<file path="src/rtl/slipdet_pkg.sv">
package slipdet_pkg;

  // Strobes from the control half to the sample datapath
  typedef struct packed {
    logic loadBuf;   // capture the incoming frame into the buffer
    logic loadOut;   // copy the buffer to the output registers
  } dpStrobe_t;

endpackage

</file>
<file path="src/rtl/slipdet_dpath.sv">
module slipdet_dpath
  import slipdet_pkg::*;
#(
  parameter int DATA_W = 24
) (
  input  logic              clk,
  input  logic              rstN,
  input  dpStrobe_t         strobe,
  input  logic [DATA_W-1:0] sampleL,
  input  logic [DATA_W-1:0] sampleR,
  output logic [DATA_W-1:0] outL,
  output logic [DATA_W-1:0] outR
);

  logic [DATA_W-1:0] bufL, bufR;

  always_ff @(posedge clk) begin
    if (!rstN) begin
      bufL <= '0;
      bufR <= '0;
    end else if (strobe.loadBuf) begin
      bufL <= sampleL;
      bufR <= sampleR;
    end
  end

  always_ff @(posedge clk) begin
    if (!rstN) begin
      outL <= '0;
      outR <= '0;
    end else if (strobe.loadOut) begin
      outL <= bufL;
      outR <= bufR;
    end
  end


  out_hold_chk: assert property (@(posedge clk) disable iff (!rstN)
    !strobe.loadOut |=> ($stable(outL) && $stable(outR)));


  out_load_chk: assert property (@(posedge clk) disable iff (!rstN)
    strobe.loadOut |=> (outL == $past(bufL) && outR == $past(bufR)));

endmodule

</file>
<file path="src/rtl/slipdet_ctrl.sv">
module slipdet_ctrl
  import slipdet_pkg::*;
#(
  parameter int OSR     = 256,
  parameter int CHK_DLY = 4,
  parameter int WIN_CYC = 16
) (
  input  logic      clk,
  input  logic      rstN,
  input  logic      frameStart,
  input  logic      lrClk,
  input  logic      lrPol,
  input  logic      statusRead,
  output dpStrobe_t strobe,
  output logic      slipFlag,
  output logic      evtPulse,
  output logic      evtKind
);

  localparam int PH_W = $clog2(OSR) + 2;
  localparam logic [PH_W-1:0] PH_MAX = '1;
  localparam logic [PH_W-1:0] PH_CHK = PH_W'(CHK_DLY);
  localparam logic [PH_W-1:0] PH_WIN = PH_W'(WIN_CYC);

  // two synchronizer flops plus one history flop
  logic [2:0] lrSync;
  always_ff @(posedge clk) begin
    if (!rstN) lrSync <= '0;
    else       lrSync <= {lrSync[1:0], lrClk};
  end

  logic riseSeen, fallSeen, activeEdge;
  assign riseSeen   = lrSync[1] & ~lrSync[2];
  assign fallSeen   = ~lrSync[1] & lrSync[2];
  assign activeEdge = lrPol ? fallSeen : riseSeen;

  // cycles since the latest captured frame-start, saturating
  logic [PH_W-1:0] phase;
  always_ff @(posedge clk) begin
    if (!rstN)              phase <= PH_MAX;
    else if (frameStart)    phase <= '0;
    else if (phase != PH_MAX) phase <= phase + 1'b1;
  end

  logic checkNow;
  assign checkNow = (phase == PH_CHK);

  // active edges seen since the previous check, saturating at 2
  logic [1:0] edgeCnt;
  logic [1:0] edgeTotal;
  always_comb begin
    edgeTotal = edgeCnt;
    if (activeEdge && edgeCnt != 2'd2) edgeTotal = edgeCnt + 2'd1;
  end

  logic primed, armed, eventNow;
  assign eventNow = checkNow && primed && armed && (edgeTotal != 2'd1);

  always_ff @(posedge clk) begin
    if (!rstN) begin
      edgeCnt <= '0;
      primed  <= 1'b0;
    end else if (checkNow) begin
      edgeCnt <= '0;
      primed  <= 1'b1;
    end else begin
      edgeCnt <= edgeTotal;
    end
  end

  always_ff @(posedge clk) begin
    if (!rstN)                              armed <= 1'b1;
    else if (eventNow)                      armed <= 1'b0;
    else if (activeEdge && phase >= PH_WIN) armed <= 1'b1;
  end

  always_ff @(posedge clk) begin
    if (!rstN) begin
      evtPulse <= 1'b0;
      evtKind  <= 1'b0;
      slipFlag <= 1'b0;
    end else begin
      evtPulse <= eventNow;
      if (eventNow) evtKind <= (edgeTotal == 2'd2);
      if (eventNow)        slipFlag <= 1'b1;
      else if (statusRead) slipFlag <= 1'b0;
    end
  end

  assign strobe.loadBuf = frameStart;
  assign strobe.loadOut = activeEdge;


  flag_hold_chk: assert property (@(posedge clk) disable iff (!rstN)
    (slipFlag && !statusRead) |=> slipFlag);


  flag_clear_chk: assert property (@(posedge clk) disable iff (!rstN)
    (statusRead && !checkNow) |=> !slipFlag);


  flag_race_chk: assert property (@(posedge clk) disable iff (!rstN)
    (statusRead && evtPulse) |-> slipFlag);


  pulse_flag_chk: assert property (@(posedge clk) disable iff (!rstN)
    evtPulse |-> slipFlag);


  pulse_single_chk: assert property (@(posedge clk) disable iff (!rstN)
    evtPulse |=> !evtPulse);


  pulse_src_chk: assert property (@(posedge clk) disable iff (!rstN)
    evtPulse |-> $past(checkNow));


  hyst_chk: assert property (@(posedge clk) disable iff (!rstN)
    evtPulse |-> !armed);

endmodule

</file>
<file path="src/rtl/frame_slip_det.sv">
module frame_slip_det
  import slipdet_pkg::*;
#(
  parameter int DATA_W  = 24,
  parameter int OSR     = 256,
  parameter int CHK_DLY = 4,
  parameter int WIN_CYC = 16
) (
  input  logic              clk,
  input  logic              rstN,
  input  logic              frameStart,
  input  logic [DATA_W-1:0] sampleL,
  input  logic [DATA_W-1:0] sampleR,
  input  logic              lrClk,
  input  logic              lrPol,
  input  logic              statusRead,
  output logic [DATA_W-1:0] outL,
  output logic [DATA_W-1:0] outR,
  output logic              slipFlag,
  output logic              evtPulse,
  output logic              evtKind
);

  dpStrobe_t strobe;

  slipdet_ctrl #(.OSR(OSR), .CHK_DLY(CHK_DLY), .WIN_CYC(WIN_CYC)) uCtrl (
    .clk(clk), .rstN(rstN), .frameStart(frameStart), .lrClk(lrClk),
    .lrPol(lrPol), .statusRead(statusRead), .strobe(strobe),
    .slipFlag(slipFlag), .evtPulse(evtPulse), .evtKind(evtKind)
  );

  slipdet_dpath #(.DATA_W(DATA_W)) uDpath (
    .clk(clk), .rstN(rstN), .strobe(strobe),
    .sampleL(sampleL), .sampleR(sampleR), .outL(outL), .outR(outR)
  );

endmodule

</file>
<file path="config.mk">
export PLATFORM = sky130hd
export DESIGN_NAME = frame_slip_det
export DESIGN_NICKNAME = d
export VERILOG_FILES = /design/src/rtl/slipdet_pkg.sv /design/src/rtl/slipdet_dpath.sv /design/src/rtl/slipdet_ctrl.sv /design/src/rtl/frame_slip_det.sv
export SDC_FILE = /design/constraint.sdc
export NUM_CORES = 1
export LEC_CHECK = 0
export ABC_CLOCK_PERIOD_IN_PS = 2600
export CORE_MARGIN = 2
export CORE_UTILIZATION = 62
export CTS_BUF_LIST = sky130_fd_sc_hd__clkbuf_16
export DETAILED_ROUTE_END_ITERATION = 10
export DONT_BUFFER_PORTS = 1
export GPL_TIMING_DRIVEN = 0
export PLACE_DENSITY = 0.78
export SLEW_MARGIN = 40
export SYNTH_ARGS = -nofsm -noshare
export SYNTH_HDL_FRONTEND = slang
export SYNTH_SLANG_ARGS = --single-unit
</file>
<file path="constraint.sdc">
create_clock -name clk -period 2.6 [get_ports clk]
set_input_delay 0.39 -clock clk [delete_from_list [all_inputs] [get_ports clk]]
set_output_delay 0.39 -clock clk [all_outputs]
set_load 0.05 [all_outputs]
</file>
Yosys cells after proc, flatten, opt, wreduce, memory -nomap -nowiden. Index checks and enable logic that the tools add are counted.

Add/sub/neg operators: 2. Multipliers: 0. Divide/modulo/power cells: 0. Order comparisons: 1. Eq/ne operators: 5. Shifts and indexed selects: 0. Mux-type cells: 8. Bitwise operators: 5. Reduce and logical (&&, ||, !) cells: 9.

Operator list (number): $mux 10 (2); $add 10x1->10 const B (1); $eq 10x3->1 const B (1); $ge 10x5->1 const B (1); $ne 10x10->1 const B (1); $reduce_bool 2->1 (3); $logic_and 1x1->1 (5); $mux 1 (5); $not 1->1 (3); $add 2x1->2 const B (1); $and 1x1->1 (2); $eq 2x2->1 const B (1); $mux 2 (1); $ne 2x1->1 const B (1); $ne 2x2->1 const B (1); $reduce_or 2->1 (1).

Bits in registers: 116. Latch bits: 0. Bits in writable memories: 0. Memory bits (read-only): 0. Input bits: 54. Output and inout port bits: 51. Logic and storage cells: 42. Memories kept: 0.

Longest topological paths before layout.
Depth after elaboration: 8. Gate-level depth with buffers: 7. Gate-level depth less buffers: 7.

By module. From an unflattened synthesis, not the netlist that was laid out.

Cells, all modules: 413. Area, all modules: 4623.2 sq um.

By module, submodules not included: slipdet_dpath (times used 1, cells each 310, area each 3692.3 sq um, seq. area each 1921.8 sq um); slipdet_ctrl (times used 1, cells each 103, area each 930.9 sq um, seq. area each 400.4 sq um).

Least setup slack after synthesis. Ideal clock, no wire load.

Kind: register to register. From: register uCtrl.edgeCnt[0]. To: register uCtrl.evtKind. Library setup time: 0.074 ns. Arrival time: 1.967 ns. Required time: 2.526 ns. Slack: 0.559 ns. Cell stages (with the launch flop): 8. Buffers on the path: 0. Clock period less this slack: 2.041 ns. Path through: dfxtp_1 > inv_1 > ha_1 > or4b_2 > o31a_1 > xnor2_1 > or3_1 > a31oi_1.

Word-level cells in the longest chain between the ends: 5. Elaborated cells on any way between the ends: 7. Classes of those cells: add/sub: 1; eq/ne: 3; mux: 1; reduce/logical: 2.

RTL lines: start, declared (RTL line slipdet_ctrl.sv:49) `logic [1:0] edgeCnt;`; start signal, assigned (RTL line slipdet_ctrl.sv:67) `edgeCnt <= edgeTotal;`; branches (longest 2 deep; another with $add 2x1->2); $mux 2 (*) (RTL line slipdet_ctrl.sv:53) `if (activeEdge && edgeCnt != 2'd2) edgeTotal = edgeCnt + 2'd1;`; $ne 2x1->1 (RTL line slipdet_ctrl.sv:57) `assign eventNow = checkNow && primed && armed && (edgeTotal != 2'd1);`; $logic_and 1x1->1 (RTL line slipdet_ctrl.sv:57); end signal, assigned (RTL line slipdet_ctrl.sv:84) `if (eventNow) evtKind <= (edgeTotal == 2'd2);`; end, declared (RTL line slipdet_ctrl.sv:17) `output logic evtKind`.

Every way passes the cells marked *. A chain may end at the register's enable or synchronous reset.

Worst setup path in the final report. Same ends and word-level chain as after synthesis.

==> results by group <==
Run status
  – Status: finished clean

Synth
  – Cell Area, Synth: 4240 um^2
  – Number of synthesized flops with an enable pin: 0
  – Yosys reg bits: 116
  – Sequential fraction of the synthesis area: 0.547
  – Post-Syn Nets: 528
  – Most instantiated library cell after synthesis: dfxtp_1
  – Synth cell count leaders: dfxtp_1 (116), nand2_1 (102), nor2_1 (53), a21oi_1 (51), mux2i_1 (50)
  – Top area cells in the synthesized netlist: dfxtp_1 (55%), mux2i_1 (12%), nand2_1 (9.0%), a21oi_1 (6.0%), nor2_1 (4.7%)
  – Asr flop ratio synth: 0
  – Syn_area_per_cell: 9.01 um^2
  – Netlist cell types: 37
  – Mapped Cells: 471
  – Syn. warnings: 0
  – Prevailing post-synth register cell: dfxtp_1
  – Synth area leader: dfxtp_1
  – Post-synth top area share: 0.547

GRT
  – Vias in the first global route: 3,017
  – Largest net degree at the start of global routing: 17
  – First-pass GRT wire length: 14,400 um
  – Antenna violations before repair: 0
  – Total track usage: 0.251
  – Total grt overflow: 0

Power
  – Switching share of power: 0.219
  – Total power: 4.50 mW
  – Pwr per Cell Area: 911 nW/um^2
  – Int Pwr: 3.51 mW
  – Net Switching: 0.984 mW
  – Comb pwr share: 0.050
  – Peak VDD IR: 703 uV
  – Lkg Pwr: 1.97 nW
  – Flop pwr share: 0.430
  – Clock power share: 0.520

Drt
  – Routed via count: 3,277
  – Routed Antenna Nets: 0
  – DRT Wirelength: 9280 um
  – Vias per cell: 5.63
  – Post-DR wirelength/cell: 16.0 um
  – DRC: 0
  – Max layer used: met4
  – M1 WL: 3870 um
  – Met3 Wirelength: 575 um
  – Met2 routed WL: 4710 um
  – Initial DRC count: 158
  – DR pass1 iterations: 4

Die
  – Starting Density: 0.632
  – Io pins: 105
  – Total die area: 7520 um^2
  – Chip Width: 86.7 um
  – Core area: 6720 um^2
  – Row count: 30
  – Die H: 86.7 um

Finish
  – Final core occ: 0.735
  – Area grow syn2layout: 16.4%
  – Final nets: 547
  – Layout Cells excl Fill: 582
  – Filler cells: 504
  – Antenna cells: 0
  – Design area: 4940 um^2
  – Share of layout cells above drive strength 1: 0.0797

Clocking
  – Clock sink count: 116
  – Hold-fix buffers, CTS: 0
  – Total CTS buffers: 17
  – Number of H-tree levels: 4
  – CTS tree: done
  – Reg clk slew, reported paths: 0.05 ns
  – Worst-case clock buffer depth: 2
  – Post-CTS Setup Inserts: 0
  – Post-cts resize count: 0
  – Clock latency on the worst-skew pair: 0.40 ns
  – Root Buffer: clkbuf_16

Critical path
  – CP Capture Type: flop
  – Crit path DAT: 2.50 ns
  – Startpoint Class: flop
  – Max Fanout on Critical Path: 5
  – Critical path class: flop to flop
  – Critical Path RT: 2.93 ns

Timing
  – Slew Limit Fails: 0
  – Slew headroom: 0.454
  – Fmax achieved: 460 MHz
  – Hold Fails Final Rpt: 0
  – Worst slew pin tran: 0.820 ns
  – Fin Hold WS: 0.114 ns
  – Unrepaired setup endpoints after global routing: false
  – Setup violators final: 0
  – Worst Skew: 0.00856 ns
  – Period utilisation layout: 0.836
  – Final WS setup: 0.426 ns
  – Setup TNS: 0 ns
  – Minimum clock period: 2.17 ns

Placed design
  – Worst slack, placed: 0.428 ns
  – Post-DP HPWL: 6250 um
  – Placed Cells: 551
  – Placer Congestion: 0.760
  – DP Area: 4340 um^2
  – Number of port buffers: 0

Hold path
  – Worst hold path type: input pin to flop

Run
  – Max Cap Viol: 0
## cell type report
cell class / instances / area, um^2 / share of cell area
sequential: 116 / 2320 / 0.470
clock buffer: 17 / 425 / 0.0861
inverter: 6 / 22.5 / 0.00456
multi-input combinational: 319 / 1780 / 0.361
buffer: 30 / 116 / 0.0236
tap: 80 / 100 / 0.0203
clock inverter: 14 / 169 / 0.0342
## metal layers
layer  track usage  vias to the layer above
li1              -                     1608
met1         0.299                     1566
met2         0.410                       89
met3        0.0876                       14
met4         0.107                        0
met5             0                        -
## cell usage in the layout, fill, tap and decap left out, types with 2 or more instances in the layout
cell | Yosys | layout
clkbuf_16 | 0 | 17
xnor2_1 | 2 | 2
nor3_1 | 2 | 2
buf_1 | 3 | 3
o21ai_0 | 15 | 15
nand4_1 | 4 | 4
inv_1 | 5 | 6
a31oi_1 | 2 | 2
a21oi_1 | 51 | 51
nor2_1 | 53 | 53
clkinv_2 | 0 | 6
bufinv_16 | 0 | 4
clkinv_1 | 0 | 2
mux2i_1 | 50 | 50
and3_1 | 4 | 4
ha_1 | 3 | 3
and2_1 | 7 | 7
buf_2 | 3 | 3
clkbuf_1 | 24 | 24
dfxtp_1 | 116 | 116
xor2_1 | 3 | 3
and3_2 | 2 | 2
nand2_1 | 102 | 102
nand3b_1 | 2 | 2
nand3_1 | 2 | 2
## logic make-up (layout without fill, tap and decap cells)
kind of cell,Yosys count,after routing,share of synthesized area
buf+inv,36,67,0.0327
fa+ha+maj,3,3,0.00885
flops,116,116,0.547
compound gates,72,72,0.0884
mux,50,50,0.118
xor+xnor,5,5,0.0103
simple gates,189,189,0.195
## power by group through the flow
stage / clock (mW) / combinational [mW] / sequential, mW
3_3_place_gp: 0 / 0.211 / 1.97
3_5_place_dp: 0 / 0.222 / 1.97
5_1_grt: 2.44 / 0.252 / 1.94
2_1_floorplan: 0 / 0.177 / 1.96
4_1_cts: 2.35 / 0.226 / 1.94
6_report: 2.34 / 0.224 / 1.94
## final timing paths
| check | startpoint | to | slack (ns) | cells past startpoint |
|---|---|---|---|---|
| min reg2reg | uCtrl.lrSync[0] | uCtrl.lrSync[1] | 0.43 | 1 |
| min | lrClk | uCtrl.lrSync[0] | 0.11 | 1 |
| max reg2reg | uCtrl.edgeCnt[0] | uCtrl.evtKind | 0.43 | 7 |
| max | uCtrl.edgeCnt[0] | uCtrl.evtKind | 0.43 | 7 |
## worst max-delay path, stage by stage (launching register included)
cell     delay, ns
dfxtp_1       0.34
inv_1         0.05
ha_1          0.25
or4b_2        0.61
o31a_1        0.14
xnor2_1       0.17
or3_1         0.38
a31oi_1       0.16
## flip-flops by register name (all words and copies together), names as in the netlist, 2 cells and up
register and count:
uDpath.bufL 24, uDpath.outR 24, uCtrl.phase 10, uCtrl.edgeCnt 2
uDpath.bufR 24, uCtrl.lrSync 3, uDpath.outL 24
Power figures use the tool's default switching activity.
